`src/rtl/dct_pkg.sv`:
```
package dct_pkg;
  localparam int unsigned CTRL_W   = 8;
  localparam int unsigned PRE_W    = 8;
  localparam int unsigned PRE16_W  = 4;
  localparam logic [7:0]  CTRL_RST = 8'h20;

  typedef enum logic [1:0] {
    PS_DIV1   = 2'b00,
    PS_DIV16  = 2'b01,
    PS_DIV256 = 2'b10,
    PS_RSVD   = 2'b11
  } presc_e;

  typedef struct packed {
    logic   run;
    logic   periodic;
    logic   ien;
    logic   spare;
    presc_e presc;
    logic   size32;
    logic   one_shot;
  } ctrl_t;

  typedef enum logic [2:0] {
    RG_LOAD   = 3'd0,
    RG_VALUE  = 3'd1,
    RG_CTRL   = 3'd2,
    RG_ICLR   = 3'd3,
    RG_RAW    = 3'd4,
    RG_MASKED = 3'd5,
    RG_BGLOAD = 3'd6
  } reg_e;
endpackage

```
`src/rtl/dct_prescaler.sv`:
```
module dct_prescaler
  import dct_pkg::*;
(
  input  logic   clk,
  input  logic   rst_n,
  input  logic   tick_en,
  input  logic   run,
  input  logic   restart,
  input  presc_e presc,
  output logic   step
);
  logic [PRE_W-1:0] pcnt_q, pcnt_d;

  always_comb begin
    if (!run || restart)  pcnt_d = '0;
    else if (tick_en)     pcnt_d = pcnt_q + 1'b1;
    else                  pcnt_d = pcnt_q;
  end

  always_comb begin
    case (presc)
      PS_DIV16:  step = run && tick_en && (pcnt_q[PRE16_W-1:0] == {PRE16_W{1'b1}});
      PS_DIV256: step = run && tick_en && (pcnt_q == {PRE_W{1'b1}});
      default:   step = run && tick_en;
    endcase
  end

  always_ff @(posedge clk or negedge rst_n) begin
    if (!rst_n) pcnt_q <= '0;
    else        pcnt_q <= pcnt_d;
  end
endmodule

```
`src/rtl/dct_channel.sv`:
```
module dct_channel
  import dct_pkg::*;
#(
  parameter int DW = 32
) (
  input  logic          clk,
  input  logic          rst_n,
  input  logic          step,
  input  logic          wr_load,
  input  logic          wr_bg,
  input  logic          wr_ctrl,
  input  logic          wr_iclr,
  input  logic [DW-1:0] wdata,
  output logic [DW-1:0] cnt,
  output logic [DW-1:0] reload,
  output ctrl_t         ctrl,
  output logic          raw
);
  localparam int HW = DW / 2;

  logic [DW-1:0] cnt_q, cnt_d, reload_q, reload_d;
  ctrl_t         ctrl_q, ctrl_d;
  logic          raw_q, raw_d, spent_q, spent_d;
  logic          at_zero, periodic_mode;

  assign at_zero       = ctrl_q.size32 ? (cnt_q == '0) : (cnt_q[HW-1:0] == '0);
  assign periodic_mode = ctrl_q.periodic && !ctrl_q.one_shot;

  always_comb begin
    cnt_d    = cnt_q;
    reload_d = reload_q;
    ctrl_d   = ctrl_q;
    raw_d    = raw_q;
    spent_d  = spent_q && ctrl_q.one_shot;
    if (wr_iclr) raw_d = 1'b0;
    if (wr_ctrl) ctrl_d = ctrl_t'(wdata[CTRL_W-1:0]);
    if (wr_bg)   reload_d = wdata;
    if (wr_load) begin
      reload_d = wdata;
      cnt_d    = wdata;
      spent_d  = 1'b0;
    end else if (step) begin
      if (at_zero) begin
        if (!(ctrl_q.one_shot && spent_q)) raw_d = 1'b1;
        if (ctrl_q.one_shot)
          spent_d = 1'b1;
        else if (periodic_mode)
          cnt_d = ctrl_q.size32 ? reload_q : {cnt_q[DW-1:HW], reload_q[HW-1:0]};
        else
          cnt_d = ctrl_q.size32 ? '1 : {cnt_q[DW-1:HW], {HW{1'b1}}};
      end else begin
        cnt_d = ctrl_q.size32 ? cnt_q - 1'b1
                              : {cnt_q[DW-1:HW], cnt_q[HW-1:0] - 1'b1};
      end
    end
  end

  always_ff @(posedge clk or negedge rst_n) begin
    if (!rst_n) begin
      cnt_q    <= '1;
      reload_q <= '0;
      ctrl_q   <= ctrl_t'(CTRL_RST);
      raw_q    <= 1'b0;
      spent_q  <= 1'b0;
    end else begin
      cnt_q    <= cnt_d;
      reload_q <= reload_d;
      ctrl_q   <= ctrl_d;
      raw_q    <= raw_d;
      spent_q  <= spent_d;
    end
  end

  assign cnt    = cnt_q;
  assign reload = reload_q;
  assign ctrl   = ctrl_q;
  assign raw    = raw_q;
endmodule

```
`src/rtl/dual_countdown_timer.sv`:
```
module dual_countdown_timer
  import dct_pkg::*;
#(
  parameter  int NCH = 2,
  parameter  int DW  = 32,
  localparam int CHB = (NCH > 1) ? $clog2(NCH) : 1,
  localparam int AW  = 5 + CHB
) (
  input  logic           clk,
  input  logic           rst_n,
  input  logic           tick_en,
  input  logic           psel,
  input  logic           penable,
  input  logic           pwrite,
  input  logic [AW-1:0]  paddr,
  input  logic [DW-1:0]  pwdata,
  output logic [DW-1:0]  prdata,
  output logic [NCH-1:0] irq
);
  logic [NCH-1:0][DW-1:0] cnt_vec, reload_vec;
  ctrl_t [NCH-1:0]        ctrl_vec;
  logic [NCH-1:0]         raw_vec, ien_vec, step_vec, wr_load_vec;
  logic [CHB-1:0]         ch_sel;
  reg_e                   reg_sel;
  logic                   aligned, bus_wr;

  assign ch_sel  = paddr[5 +: CHB];
  assign reg_sel = reg_e'(paddr[4:2]);
  assign aligned = (paddr[1:0] == 2'b00);
  assign bus_wr  = psel && penable && pwrite && aligned;

  for (genvar g = 0; g < NCH; g++) begin : g_ch
    logic hit, wr_bg, wr_ctrl, wr_iclr;
    assign hit            = bus_wr && (int'(ch_sel) == g);
    assign wr_load_vec[g] = hit && (reg_sel == RG_LOAD);
    assign wr_bg          = hit && (reg_sel == RG_BGLOAD);
    assign wr_ctrl        = hit && (reg_sel == RG_CTRL);
    assign wr_iclr        = hit && (reg_sel == RG_ICLR);

    dct_prescaler u_pre (
      .clk     (clk),
      .rst_n   (rst_n),
      .tick_en (tick_en),
      .run     (ctrl_vec[g].run),
      .restart (wr_load_vec[g]),
      .presc   (ctrl_vec[g].presc),
      .step    (step_vec[g])
    );

    dct_channel #(.DW(DW)) u_chan (
      .clk     (clk),
      .rst_n   (rst_n),
      .step    (step_vec[g]),
      .wr_load (wr_load_vec[g]),
      .wr_bg   (wr_bg),
      .wr_ctrl (wr_ctrl),
      .wr_iclr (wr_iclr),
      .wdata   (pwdata),
      .cnt     (cnt_vec[g]),
      .reload  (reload_vec[g]),
      .ctrl    (ctrl_vec[g]),
      .raw     (raw_vec[g])
    );

    assign ien_vec[g] = ctrl_vec[g].ien;
    assign irq[g]     = raw_vec[g] && ien_vec[g];
  end

  always_comb begin
    prdata = '0;
    if (psel && !pwrite && aligned && (int'(ch_sel) < NCH)) begin
      case (reg_sel)
        RG_LOAD, RG_BGLOAD: prdata = reload_vec[ch_sel];
        RG_VALUE:           prdata = cnt_vec[ch_sel];
        RG_CTRL:            prdata = {{(DW-CTRL_W){1'b0}}, ctrl_vec[ch_sel]};
        RG_RAW:             prdata = {{(DW-1){1'b0}}, raw_vec[ch_sel]};
        RG_MASKED:          prdata = {{(DW-1){1'b0}}, irq[ch_sel]};
        default:            prdata = '0;
      endcase
    end
  end
endmodule

```
`config.mk`:
```
export PLATFORM = sky130hd
export DESIGN_NAME = dual_countdown_timer
export DESIGN_NICKNAME = d
export VERILOG_FILES = /design/src/rtl/dct_pkg.sv /design/src/rtl/dct_prescaler.sv /design/src/rtl/dct_channel.sv /design/src/rtl/dual_countdown_timer.sv
export SDC_FILE = /design/constraint.sdc
export NUM_CORES = 1
export LEC_CHECK = 0
export BUFFER_PORTS_ARGS = -buffer_cell sky130_fd_sc_hd__buf_2
export CAP_MARGIN = 5
export CORE_MARGIN = 4
export CORE_UTILIZATION = 45
export CTS_BUF_LIST = sky130_fd_sc_hd__clkbuf_8
export DETAILED_ROUTE_END_ITERATION = 7
export GPL_TIMING_DRIVEN = 0
export PLACE_DENSITY_LB_ADDON = 0.25
export SYNTH_ARGS = -nofsm -noshare
export SYNTH_HDL_FRONTEND = slang
export SYNTH_SLANG_ARGS = --single-unit
```
`constraint.sdc`:
```
create_clock -name clk -period 2.88 [get_ports clk]
set_clock_uncertainty 0.15 [all_clocks]
set_input_delay 0.144 -clock clk [delete_from_list [all_inputs] [get_ports clk]]
set_output_delay 0.144 -clock clk [all_outputs]
set_load 0.01 [all_outputs]
```
# After elaboration in Yosys (flattened, before gate mapping)
# Cells that the tools add are included.
[word_totals]
reg_bits = 164
inputBits = 44
[op_classes]
add_sub_neg = 6
n_lt_le_gt_ge = 1
n_eq_ne = 16
mux = 58
bitwise_logic = 1
reduce_logical = 55
[op_table]
columns = ["cell", "n"]
rows = [
  ["$mux 32", 25],
  ["$pmux 32 s5", 1],
  ["$logic_not 32->1", 2],
  ["$sub 32x1->32 const B", 2],
  ["$mux 8", 6],
  ["$logic_not 16->1", 2],
  ["$sub 16x1->16 const B", 2],
  ["$logic_and 1x1->1", 27],
  ["$mux 1", 24],
  ["$add 8x1->8 const B", 2],
  ["$eq 8x8->1 const B", 2],
  ["$reduce_bool 2->1", 6],
  ["$reduce_bool 3->1", 4],
  ["$eq 3x3->1 const B", 3],
  ["$eq 4x4->1 const B", 2],
  ["$reduce_and 4->1", 2],
  ["$eq 3x2->1 const B", 2],
  ["$ne 3x3->1 const B", 2],
  ["$logic_not 1->1", 5],
  ["$eq 2x1->1 const B", 2],
  ["$eq 2x2->1 const B", 2],
  ["$pmux 1 s2", 2],
  ["$reduce_and 2->1", 2],
  ["$eq 3x1->1 const B", 1],
  ["other kinds (6)", 7],
]

# Longest topological paths before layout
# Gate-level depths: netlist of the first run.
[depth]
depth_word = 10
ltp_mapped = 10

# Hierarchy
# A second synthesis of the first run with hierarchy kept.
[unflattened]
cells_unflattened = 1152
hier_area_um2 = 10974.3
[by_module_without_submodules]
columns = ["module", "instances", "cells_per_inst", "area_per_inst_um2", "seq_area_each_um2"]
rows = [
  ["dct_channel", 2, 434, 4316.6, 1893.1],
  ["dual_countdown_timer", 1, 196, 1467.7, 0.0],
  ["dct_prescaler", 2, 44, 436.7, 200.2],
]

# Least setup slack after synthesis of the first run
# Ideal clock, no wire load.
[synth_path]
path_type = "register -> register"
startpoint = "reg g_ch[0].u_chan.cnt_q[28]"
endpoint = "reg g_ch[0].u_chan.cnt_q[29]"
t_arrival_ps = 2644
slack_ps = 3
path_stages_with_launch = 8
n_path_buf = 2
period_less_slack_ps = 2877
cell_sequence = "dfstp_2 or4_4 or4b_1 buf_2 or4b_4 and3_4 buf_6 a221o_1"
[synth_between]
elab_chain_len = 5
elab_cells_between_ends = 10
classes_between = "1 x add/sub; 1 x eq/ne; 5 x mux; 3 x reduce/logical"
[synth_rtl]
columns = ["item", "line", "source"]
rows = [
  ["start: declaration", "dct_channel.sv:21", "logic [DW-1:0] cnt_q, cnt_d, reload_q, reload_d;"],
  ["start signal: assignment", "dct_channel.sv:66", "cnt_q <= cnt_d;"],
  ["$sub 32x1->32 or $logic_not 32->1 (tied branches)", "dct_channel.sv:52, dct_channel.sv:26", ""],
  ["$mux 32 or $mux 1 (tied branches)", "dct_channel.sv:52, dct_channel.sv:26", ""],
  ["$mux 32", "dct_channel.sv:43", "if (at_zero) begin"],
  ["$mux 32", "dct_channel.sv:42", "end else if (step) begin"],
  ["$mux 32", "dct_channel.sv:38", "if (wr_load) begin"],
]
# Several ways; a longest one is shown, not always the timed one. The select of a mux whose other input is x is not followed.
# A chain may end at the register's enable or synchronous reset.

# Worst setup path in the final report of the first run
[layout_path]
startpoint = "reg g_ch[0].u_chan.cnt_q[28]"
endpoint = "reg g_ch[0].u_chan.cnt_q[19]"
[layout_between]
elab_chain_len = 5
elab_cells_between_ends = 8
classes_between = "1 x eq/ne; 4 x mux; 3 x reduce/logical"
[layout_rtl]
columns = ["item", "line", "source"]
rows = [
  ["$logic_not 32->1 (*)", "dct_channel.sv:26", "assign at_zero = ctrl_q.size32 ? (cnt_q == '0) : (cnt_q[HW-1:0] == '0);"],
  ["$mux 1 (*)", "dct_channel.sv:26", ""],
  ["$mux 32", "dct_channel.sv:43", ""],
  ["$mux 32", "dct_channel.sv:42", ""],
  ["$mux 32", "dct_channel.sv:38", ""],
]
# Mark *: on every way between the ends. The rest lies on a longest branch, timed or not. The select of a mux whose other input is x is not followed.

==> flow_summary.yaml, run 1 <==
cells_and_area:
  seq_area_um2: 4190
  final_area_um2: 12800
  nFillCells: 2046
  antenna_cells: 0
  num-nets-final: 1296
  syn2layout_area_growth_pct: 20.3
  layout-drive-gt1-share_pct: 30.1
  multi_input_area_um2: 6370
clock_tree:
  clkTransAtPathRegs_ps: 110
  cts_tree: "done"
  cts.sinks: 164
  cts.path.max_buffers: 2
  clk_latency_ps: 490
  htreeDepth: 4
  cts-root-buf: "clkbuf_8"
  cts_made_buffers: 17
worst_setup_path:
  path_buf_inv: 1
  crit_type: "reg2reg"
  crit_required_ps: 3140
  arrival_ps: 3340
  r2r_end: "g_ch[0].u_chan.cnt[19]$_DFFE_PN1P_"
  crit_chain: "or4_4, or4b_4, or4b_4, and3_4, buf_8, a32oi_2, nand3_1"
  cp-end-kind: "flop"
  crit_top_cell: "or4b_4"
  path_max_fanout: 10
  crit_slowest_cell: "or4b_4"
  critPathCapture: "g_ch[0].u_chan.cnt[19]$_DFFE_PN1P_"
  ff2ff_path_depth: 7
  path_delay_family: "simple AND/OR/NAND/NOR gates"
  reg2reg_from: "g_ch[0].u_chan.cnt[28]$_DFFE_PN1P_"
  setup.worst_path.start_class: "flop"
  regToRegSetupSlack_ps: -200
  max_stage_delay_ps: 610
  cp.depth: 7
  startpoint: "g_ch[0].u_chan.cnt[28]$_DFFE_PN1P_"
sta:
  maxSlewViolCount: 0
  fmax_mhz: 324
  worstMarginPinSlew_ps: 846
  final_hold_viol_count: 0
  setup_slack_ps: -205
  fin_crit_sh_pct: 107
  maxSlewHeadroom_pct: 43.6
  fin_hold_ws_ps: 32.6
  timing.final.crit_period_ps: 3080
  finalSetupViolCount: 15
  rsz0062_at_grt: "true"
power_and_ir_drop:
  internal-power_w: 0.00424
  clockPowerShare_pct: 24.5
  peakVddDrop_mv: 0.273
  p_switching_w: 0.00278
  switching_share_pct: 39.6
  p_seq_share_pct: 43.2
  powerDensity_nw_per_um2: 551
  pwr-share-comb_pct: 32.2
  p_leak_nw: 5.23
global_routing:
  grt.overflow.total: 0
  antenna_found_initial: 0
  grt_pass1_wl_um: 58400
  grt_pass1_vias: 9824
  track_usage_pct: 28.7
  grt_max_degree: 88
detailed_routing:
  drtIter0Drc: 1257
  avgViaCountPerCell: 6.56
  wl_per_cell_um: 24.6
  firstDrtPassIters: 7
  totalWireLength_um: 38700
  vias: 10300
  ant_nets: 0
  drc: 0
floorplanning:
  core_region_area_um2: 22900
  start_util_pct: 46.3
  fp-row-count: 55
  die-width_um: 161
  io_pins: 78
  die_y_um: 161
  die-area_um2: 26100
synth:
  synth_fa_ha_area_share_pct: 0.708
  async_flop_share_pct: 100
  synth_top_family_by_area: "compound AO/OA/AOI/OAI gates"
  synthCells: 1094
  yosys.area_share.xor_xnor_pct: 3.22
  synth_edf_count: 0
  synth_cell_types: 77
  synth_compound_area_share_pct: 21.9
  yosys_warnings: 0
  synth_flop_cell: "dfrtp_1"
  syn-num-nets: 1144
  syn-cell-area_um2: 10600
  muxShareOfSynthArea_pct: 15.2
  synth-simple-area-share_pct: 15.8
  yosysSeqAreaShare_pct: 39.5
  ys_seq_elements: 164
  avgSynthCellArea_um2: 9.69
outcome:
  violations: "setup timing"
  status: "finished with violations"
placed_design:
  place_congestion: 0.973
  post-dp-hpwl_um: 27900
  placed_area_um2: 11400
  port_buffers: 74
hold_path:
  hp-class: "in2async"
flow_run:
  maxCapViolCount: 0
## registers in the layout, summed over array words and instances, names as in the netlist
signal               cells
g_ch.u_chan.raw          2
g_ch.u_chan.ctrl        16
g_ch.u_pre.pcnt_q       16
g_ch.u_chan.reload      64
g_ch.u_chan.cnt         64
g_ch.u_chan.spent_q      2
## synthesized netlist by cell type (25+ instances only)
cell type | n | area share [%]
a21oi_1 | 26 | 1.2
mux2i_1 | 57 | 5.4
nand2_1 | 54 | 1.9
o21ai_0 | 62 | 2.9
nand3_1 | 28 | 1.3
dfrtp_1 | 98 | 23
nor2_1 | 98 | 3.5
nor3_1 | 43 | 2.0
mux2_2 | 92 | 9.8
a221o_1 | 25 | 2.4
dfstp_2 | 66 | 16
clkbuf_1 | 69 | 2.4
## kinds of logic after synthesis
| family | count (synthesis) |
|---|---|
| compound gates | 304 |
| buf+inv | 100 |
| simple gates | 332 |
| xor+xnor | 39 |
| mux | 149 |
| fa+ha+maj | 6 |
| flops | 164 |
## power by group through the flow
stage | Combinational (W) | Clock (W) | Sequential, W
floorplan | 0.00141 | 0 | 0.00288
global placement | 0.00188 | 0 | 0.00302
detailed placement | 0.00191 | 0 | 0.00303
CTS | 0.00210 | 0.00173 | 0.00301
global route | 0.00243 | 0.00184 | 0.00306
finish | 0.00227 | 0.00172 | 0.00304
## layout by cell type, fill, tap and decap left out, types with 35 or more instances in the layout
| cell | n |
|---|---|
| nand2_1 | 52 |
| dfstp_2 | 66 |
| clkbuf_1 | 54 |
| mux2_2 | 92 |
| o21ai_0 | 56 |
| nor2_1 | 95 |
| nor3_1 | 36 |
| buf_2 | 76 |
| dfrtp_1 | 98 |
| mux2i_1 | 57 |
| dlygate4sd3_1 | 35 |
## through the flow
step                      TNS, ps  utilization [%]  power, W  instances  worst slack [ps]
after detailed placement   -35200             49.8   0.00493       1483              -731
after floorplan                 0                -   0.00428       1094              2.79
after CTS                   -2050             54.3   0.00684       1560              -152
after global routing        -2010             55.6   0.00732       1572              -216
final                       -1350             55.6   0.00703       1572              -205
after global placement    -148970             49.6   0.00490       1481             -1110
## layout make-up
class / count / share of cell area [%]
Buffer: 83 / 3.07
Clock buffer: 17 / 1.83
Clock inverter: 15 / 1.26
Inverter: 13 / 0.383
Multi-Input combinational cell: 832 / 49.9
Sequential cell: 164 / 32.8
Tap cell: 313 / 3.07
Timing Repair Buffer: 135 / 7.60
## layer usage
| metal | routed length (um) | GRT usage, % | part of all wire [%] |
|---|---|---|---|
| met4 | 1350 | 8.96 | 3.5 |
| met2 | 17300 | 44.9 | 45 |
| met5 | 0 | 0 | 0 |
| met3 | 3570 | 5.59 | 9.2 |
| met1 | 16400 | 40.5 | 42 |
## how the worst min path moves through the flow
stage                     cells after the start                                   to  slack, ps
after detailed placement                      1  g_ch[0].u_pre.pcnt_q[5]$_DFFE_PN0P_         20
after floorplan                               0   g_ch[0].u_chan.ctrl[0]$_DFFE_PN0P_       -300
after CTS                                     6    g_ch[0].u_chan.cnt[3]$_DFFE_PN1P_         10
after global routing                          6    g_ch[0].u_chan.cnt[3]$_DFFE_PN1P_         30
after global placement                        3   g_ch[0].u_chan.cnt[20]$_DFFE_PN1P_        300
final                                         2  g_ch[0].u_pre.pcnt_q[5]$_DFFE_PN0P_         30
## repair_timing
item | CTS | global route
resized for setup | 53 | 60
buffers inserted | 12 | 12
cloned | 2 | 0
pin swaps | 6 | 15
endpoints found under the setup margin | 68 | 85
hold buffers | 34 | 1
endpoints found under the hold margin | 222 | 2
(Power assumes the default switching activity.)
==> run 2, diff against run 1 <==
SKIP_CTS_REPAIR_TIMING = 1   (was not set)
==> run 2 against run 1 <==
Compared with the run above: the run still ends with setup timing left; critical path depth is 1 higher; hold slack worse by 5.7 ps; sequential power about the same; via count shrank 1.2%; routed wire length fell by 1.5%; global-route usage decreased by 0.74 points; fmax decreased by 0.86%; total power about the same; worst setup slack worse by 27 ps; critical path type unchanged.
==> flow_summary.yaml, run 2 (same netlist as run 1, synthesis figures left out) <==
outcome:
  status: "finished with violations"
  violations: "setup timing"
clock_tree:
  cts.sinks: 164
  clk_latency_ps: 490
  clkTransAtPathRegs_ps: 110
  cts_tree: "done"
  cts.path.max_buffers: 2
  cts_made_buffers: 17
  htreeDepth: 4
  cts-root-buf: "clkbuf_8"
detailed_routing:
  totalWireLength_um: 38100
  avgViaCountPerCell: 6.51
  ant_nets: 0
  drc: 0
  wl_per_cell_um: 24.3
  drtIter0Drc: 1175
  firstDrtPassIters: 6
  vias: 10200
floorplanning:
  start_util_pct: 46.3
  die-area_um2: 26100
  die-width_um: 161
  fp-row-count: 55
  io_pins: 78
  die_y_um: 161
  core_region_area_um2: 22900
sta:
  finalSetupViolCount: 17
  fin_hold_ws_ps: 26.8
  worstMarginPinSlew_ps: 854
  setup_slack_ps: -231
  timing.final.crit_period_ps: 3110
  fin_crit_sh_pct: 108
  fmax_mhz: 321
  rsz0062_at_grt: "true"
  final_hold_viol_count: 0
  maxSlewViolCount: 0
  maxSlewHeadroom_pct: 43.1
placed_design:
  port_buffers: 74
  post-dp-hpwl_um: 27900
  place_congestion: 0.973
  dp_cells: 1483
  pre_cts_slack_ps: -731
hold_path:
  hp-class: "in2async"
worst_setup_path:
  path_buf_inv: 2
  crit_type: "reg2reg"
  setup.worst_path.start_class: "flop"
  crit_chain: "or4_4, or4b_4, buf_6, or4b_4, and3_4, buf_8, a32oi_2, nand3_1"
  crit_top_cell: "or4b_4"
  crit_slowest_cell: "or4b_4"
  arrival_ps: 3370
  path_max_fanout: 5
  cp-end-kind: "flop"
  max_stage_delay_ps: 570
  crit_required_ps: 3140
  path_delay_family: "simple AND/OR/NAND/NOR gates"
cells_and_area:
  final_cells: 1567
  antenna_cells: 0
  syn2layout_area_growth_pct: 19.1
  layout-drive-gt1-share_pct: 29.6
  final_util_pct: 55.1
  num-nets-final: 1291
  nFillCells: 2070
  layout_commonest_cell: "dfrtp_1"
  final_cell_mix: "98 x dfrtp_1, 94 x nor2_1, 92 x mux2_2"
power_and_ir_drop:
  peakVddDrop_mv: 0.273
  p_total_w: 0.00702
  p_leak_nw: 5.18
  powerDensity_nw_per_um2: 556
global_routing:
  antenna_found_initial: 0
  grt.overflow.total: 0
  track_usage_pct: 28.0
  grt_pass1_vias: 9487
  grt_max_degree: 88
  grt_pass1_wl_um: 56700
flow_run:
  maxCapViolCount: 0
==> run 2: final cells by class <==
class	count	area, um2	share of cell area, %
inverters	13	48.8	0.387
flip-flops and latches	164	4190	33.2
well taps	313	392	3.10
clock inverters	15	160	1.27
plain buffers	84	392	3.10
multi-input cells	830	6280	49.8
repair buffers	131	928	7.35
clock buffers	17	234	1.85
==> run 2: final timing paths <==
kind                                               startpoint                                   to  depth (start not counted)  slack (ps)
setup / recovery           g_ch[0].u_chan.cnt[29]$_DFFE_PN1P_   g_ch[0].u_chan.cnt[19]$_DFFE_PN1P_                          8        -230
hold / removal                                          rst_n  g_ch[0].u_pre.pcnt_q[5]$_DFFE_PN0P_                          2          30
setup reg to reg           g_ch[0].u_chan.cnt[29]$_DFFE_PN1P_   g_ch[0].u_chan.cnt[19]$_DFFE_PN1P_                          8        -230
hold reg to reg            g_ch[1].u_chan.ctrl[4]$_DFFE_PN0P_   g_ch[1].u_chan.ctrl[4]$_DFFE_PN0P_                          1         370
max in group asynchronous                               rst_n   g_ch[0].u_chan.cnt[25]$_DFFE_PN1P_                          3        1640
min in group clk                                     paddr[0]    g_ch[0].u_chan.cnt[7]$_DFFE_PN1P_                          6          40
==> run 2: metal layers <==
layer	GRT usage (%)	wire [um]
met5	0	0
met2	42.9	17200
met1	39.6	16400
met3	6.20	3310
met4	9.03	1200
==> run 2: per-stage QoR <==
stage          area, um2  TNS (ps)
2_1_floorplan      10600         0
3_3_place_gp       11400   -148970
3_5_place_dp       11400    -35200
4_1_cts            11800    -26620
5_1_grt            12600     -3470
6_report           12600     -2270
==> run 2: power breakdown <==
| part | switching [W] | total (W) | internal [W] | leakage (nW) |
|---|---|---|---|---|
| Combinational | 0.00132 | 0.00227 | 0.000954 | 2.97 |
| Sequential | 0.000381 | 0.00303 | 0.00265 | 2.02 |
| Clock | 0.00106 | 0.00172 | 0.000656 | 0.198 |
==> run 3, diff against run 2 <==
--- a/constraint.sdc
+++ b/constraint.sdc
@@ -3,3 +3,3 @@
 set_input_delay 0.144 -clock clk [delete_from_list [all_inputs] [get_ports clk]]
 set_output_delay 0.144 -clock clk [all_outputs]
-set_load 0.01 [all_outputs]
+set_load 0.05 [all_outputs]
==> run 3 against run 2 <==
Compared with the run above: the flow still finishes with violations (setup timing); worst setup slack better by 3.5 ps; flip-flop and latch count unchanged; fmax up 0.11%; global-route usage up 0.37 points; routed wire length up 1.3%; via count up 1.0%; non-clock buffer count up 5; critical path type unchanged.
==> flow_summary.yaml, run 3 (same netlist as run 1, synthesis figures left out) <==
sta:
  maxSlewViolCount: 0
  fmax_mhz: 322
  final_hold_viol_count: 0
  fin_crit_sh_pct: 108
  worstMarginPinSlew_ps: 869
  maxSlewHeadroom_pct: 42.1
  setup_slack_ps: -228
  rsz0062_at_grt: "true"
  finalSetupViolCount: 17
  timing.final.crit_period_ps: 3110
worst_setup_path:
  ff2ff_path_depth: 8
  crit_required_ps: 3140
  cp-end-kind: "flop"
  setup.worst_path.start_class: "flop"
  path_max_fanout: 8
  crit_type: "reg2reg"
  arrival_ps: 3370
clock_tree:
  cts-root-buf: "clkbuf_8"
  cts.sinks: 164
  clk_latency_ps: 490
  htreeDepth: 4
  cts.path.max_buffers: 2
  cts_made_buffers: 17
  cts_tree: "done"
  clkTransAtPathRegs_ps: 110
floorplanning:
  die-width_um: 161
  start_util_pct: 46.3
  core_region_area_um2: 22900
  die-area_um2: 26100
  die_y_um: 161
  io_pins: 78
  fp-row-count: 55
power_and_ir_drop:
  p_leak_nw: 5.28
  peakVddDrop_mv: 0.289
  powerDensity_nw_per_um2: 556
detailed_routing:
  avgViaCountPerCell: 6.54
  totalWireLength_um: 38600
  wl_per_cell_um: 24.5
  drc: 0
  ant_nets: 0
  firstDrtPassIters: 8
  vias: 10300
  drtIter0Drc: 1302
cells_and_area:
  num-nets-final: 1298
  layout-drive-gt1-share_pct: 31.6
  seq_area_um2: 4190
  antenna_cells: 0
  final_cells: 1574
  layout_commonest_cell: "dfrtp_1"
  nFillCells: 1982
  multi_input_area_um2: 6420
  syn2layout_area_growth_pct: 21.3
  final_cell_mix: "98 x dfrtp_1, 95 x nor2_1, 92 x mux2_2"
global_routing:
  grt_pass1_vias: 9630
  grt.overflow.total: 0
  grt_pass1_wl_um: 57400
  track_usage_pct: 28.4
  antenna_found_initial: 0
  grt_max_degree: 84
placed_design:
  post-dp-hpwl_um: 28100
  dp_cells: 1483
  pre_cts_slack_ps: -651
  port_buffers: 74
  place_congestion: 0.981
hold_path:
  hold_path_depth: 3
  hp-class: "in2reg"
outcome:
  violations: "setup timing"
  status: "finished with violations"
flow_run:
  maxCapViolCount: 0
==> run 3: report_power, final <==
group          internal [W]  switching, W  total, W
logic               0.00102       0.00136   0.00237
registers           0.00265      0.000374   0.00303
clock network      0.000670       0.00109   0.00176
total               0.00434       0.00282   0.00715
==> run 3: worst max-delay path, cell delays in order, from the launching register on <==
cell,delay [ps]
dfstp_2,400
or4_4,540
or4b_4,500
buf_8,160
or4b_4,570
and3_4,250
buf_8,140
a32oi_2,220
nand3_1,110
==> run 3: final timing paths <==
| path | start | slack (ps) | end |
|---|---|---|---|
| setup / recovery | g_ch[0].u_chan.cnt[28]$_DFFE_PN1P_ | -230 | g_ch[0].u_chan.cnt[19]$_DFFE_PN1P_ |
| hold / removal | paddr[5] | 20 | g_ch[0].u_chan.reload[1]$_DFFE_PN0P_ |
| setup reg to reg | g_ch[0].u_chan.cnt[28]$_DFFE_PN1P_ | -230 | g_ch[0].u_chan.cnt[19]$_DFFE_PN1P_ |
| hold reg to reg | g_ch[1].u_chan.ctrl[4]$_DFFE_PN0P_ | 360 | g_ch[1].u_chan.ctrl[4]$_DFFE_PN0P_ |
| max in group asynchronous | rst_n | 1650 | g_ch[1].u_chan.ctrl[5]$_DFFE_PN1P_ |
| min in group asynchronous | rst_n | 50 | g_ch[0].u_pre.pcnt_q[3]$_DFFE_PN0P_ |
==> run 3: layer usage <==
| layer | wire [um] | global-route usage, % |
|---|---|---|
| met1 | 16400 | 41.1 |
| met2 | 17400 | 43.6 |
| met3 | 3400 | 5.36 |
| met4 | 1330 | 7.95 |
| met5 | 0 | 0 |
==> run 3: through the flow <==
step           total power [W]  setup TNS (ps)  util, %  instance area (um2)  hold slack [ps]
2_1_floorplan          0.00429               0        -                10600             -302
4_1_cts                0.00669          -27500     51.7                11900             -510
3_3_place_gp           0.00491         -154320     49.7                11400              295
5_1_grt                0.00747           -2600     56.1                12900             23.0
6_report               0.00715           -1900     56.1                12900             22.1
3_5_place_dp           0.00495          -42360     50.0                11400             30.1
==> run 3: layout make-up <==
class,instances,area share (%)
buffer,83,3.12
tap,313,3.05
sequential,164,32.6
timing repair buffer,137,7.76
clock buffer,17,1.82
inverter,13,0.379
clock inverter,15,1.37
multi-input combinational,832,49.9
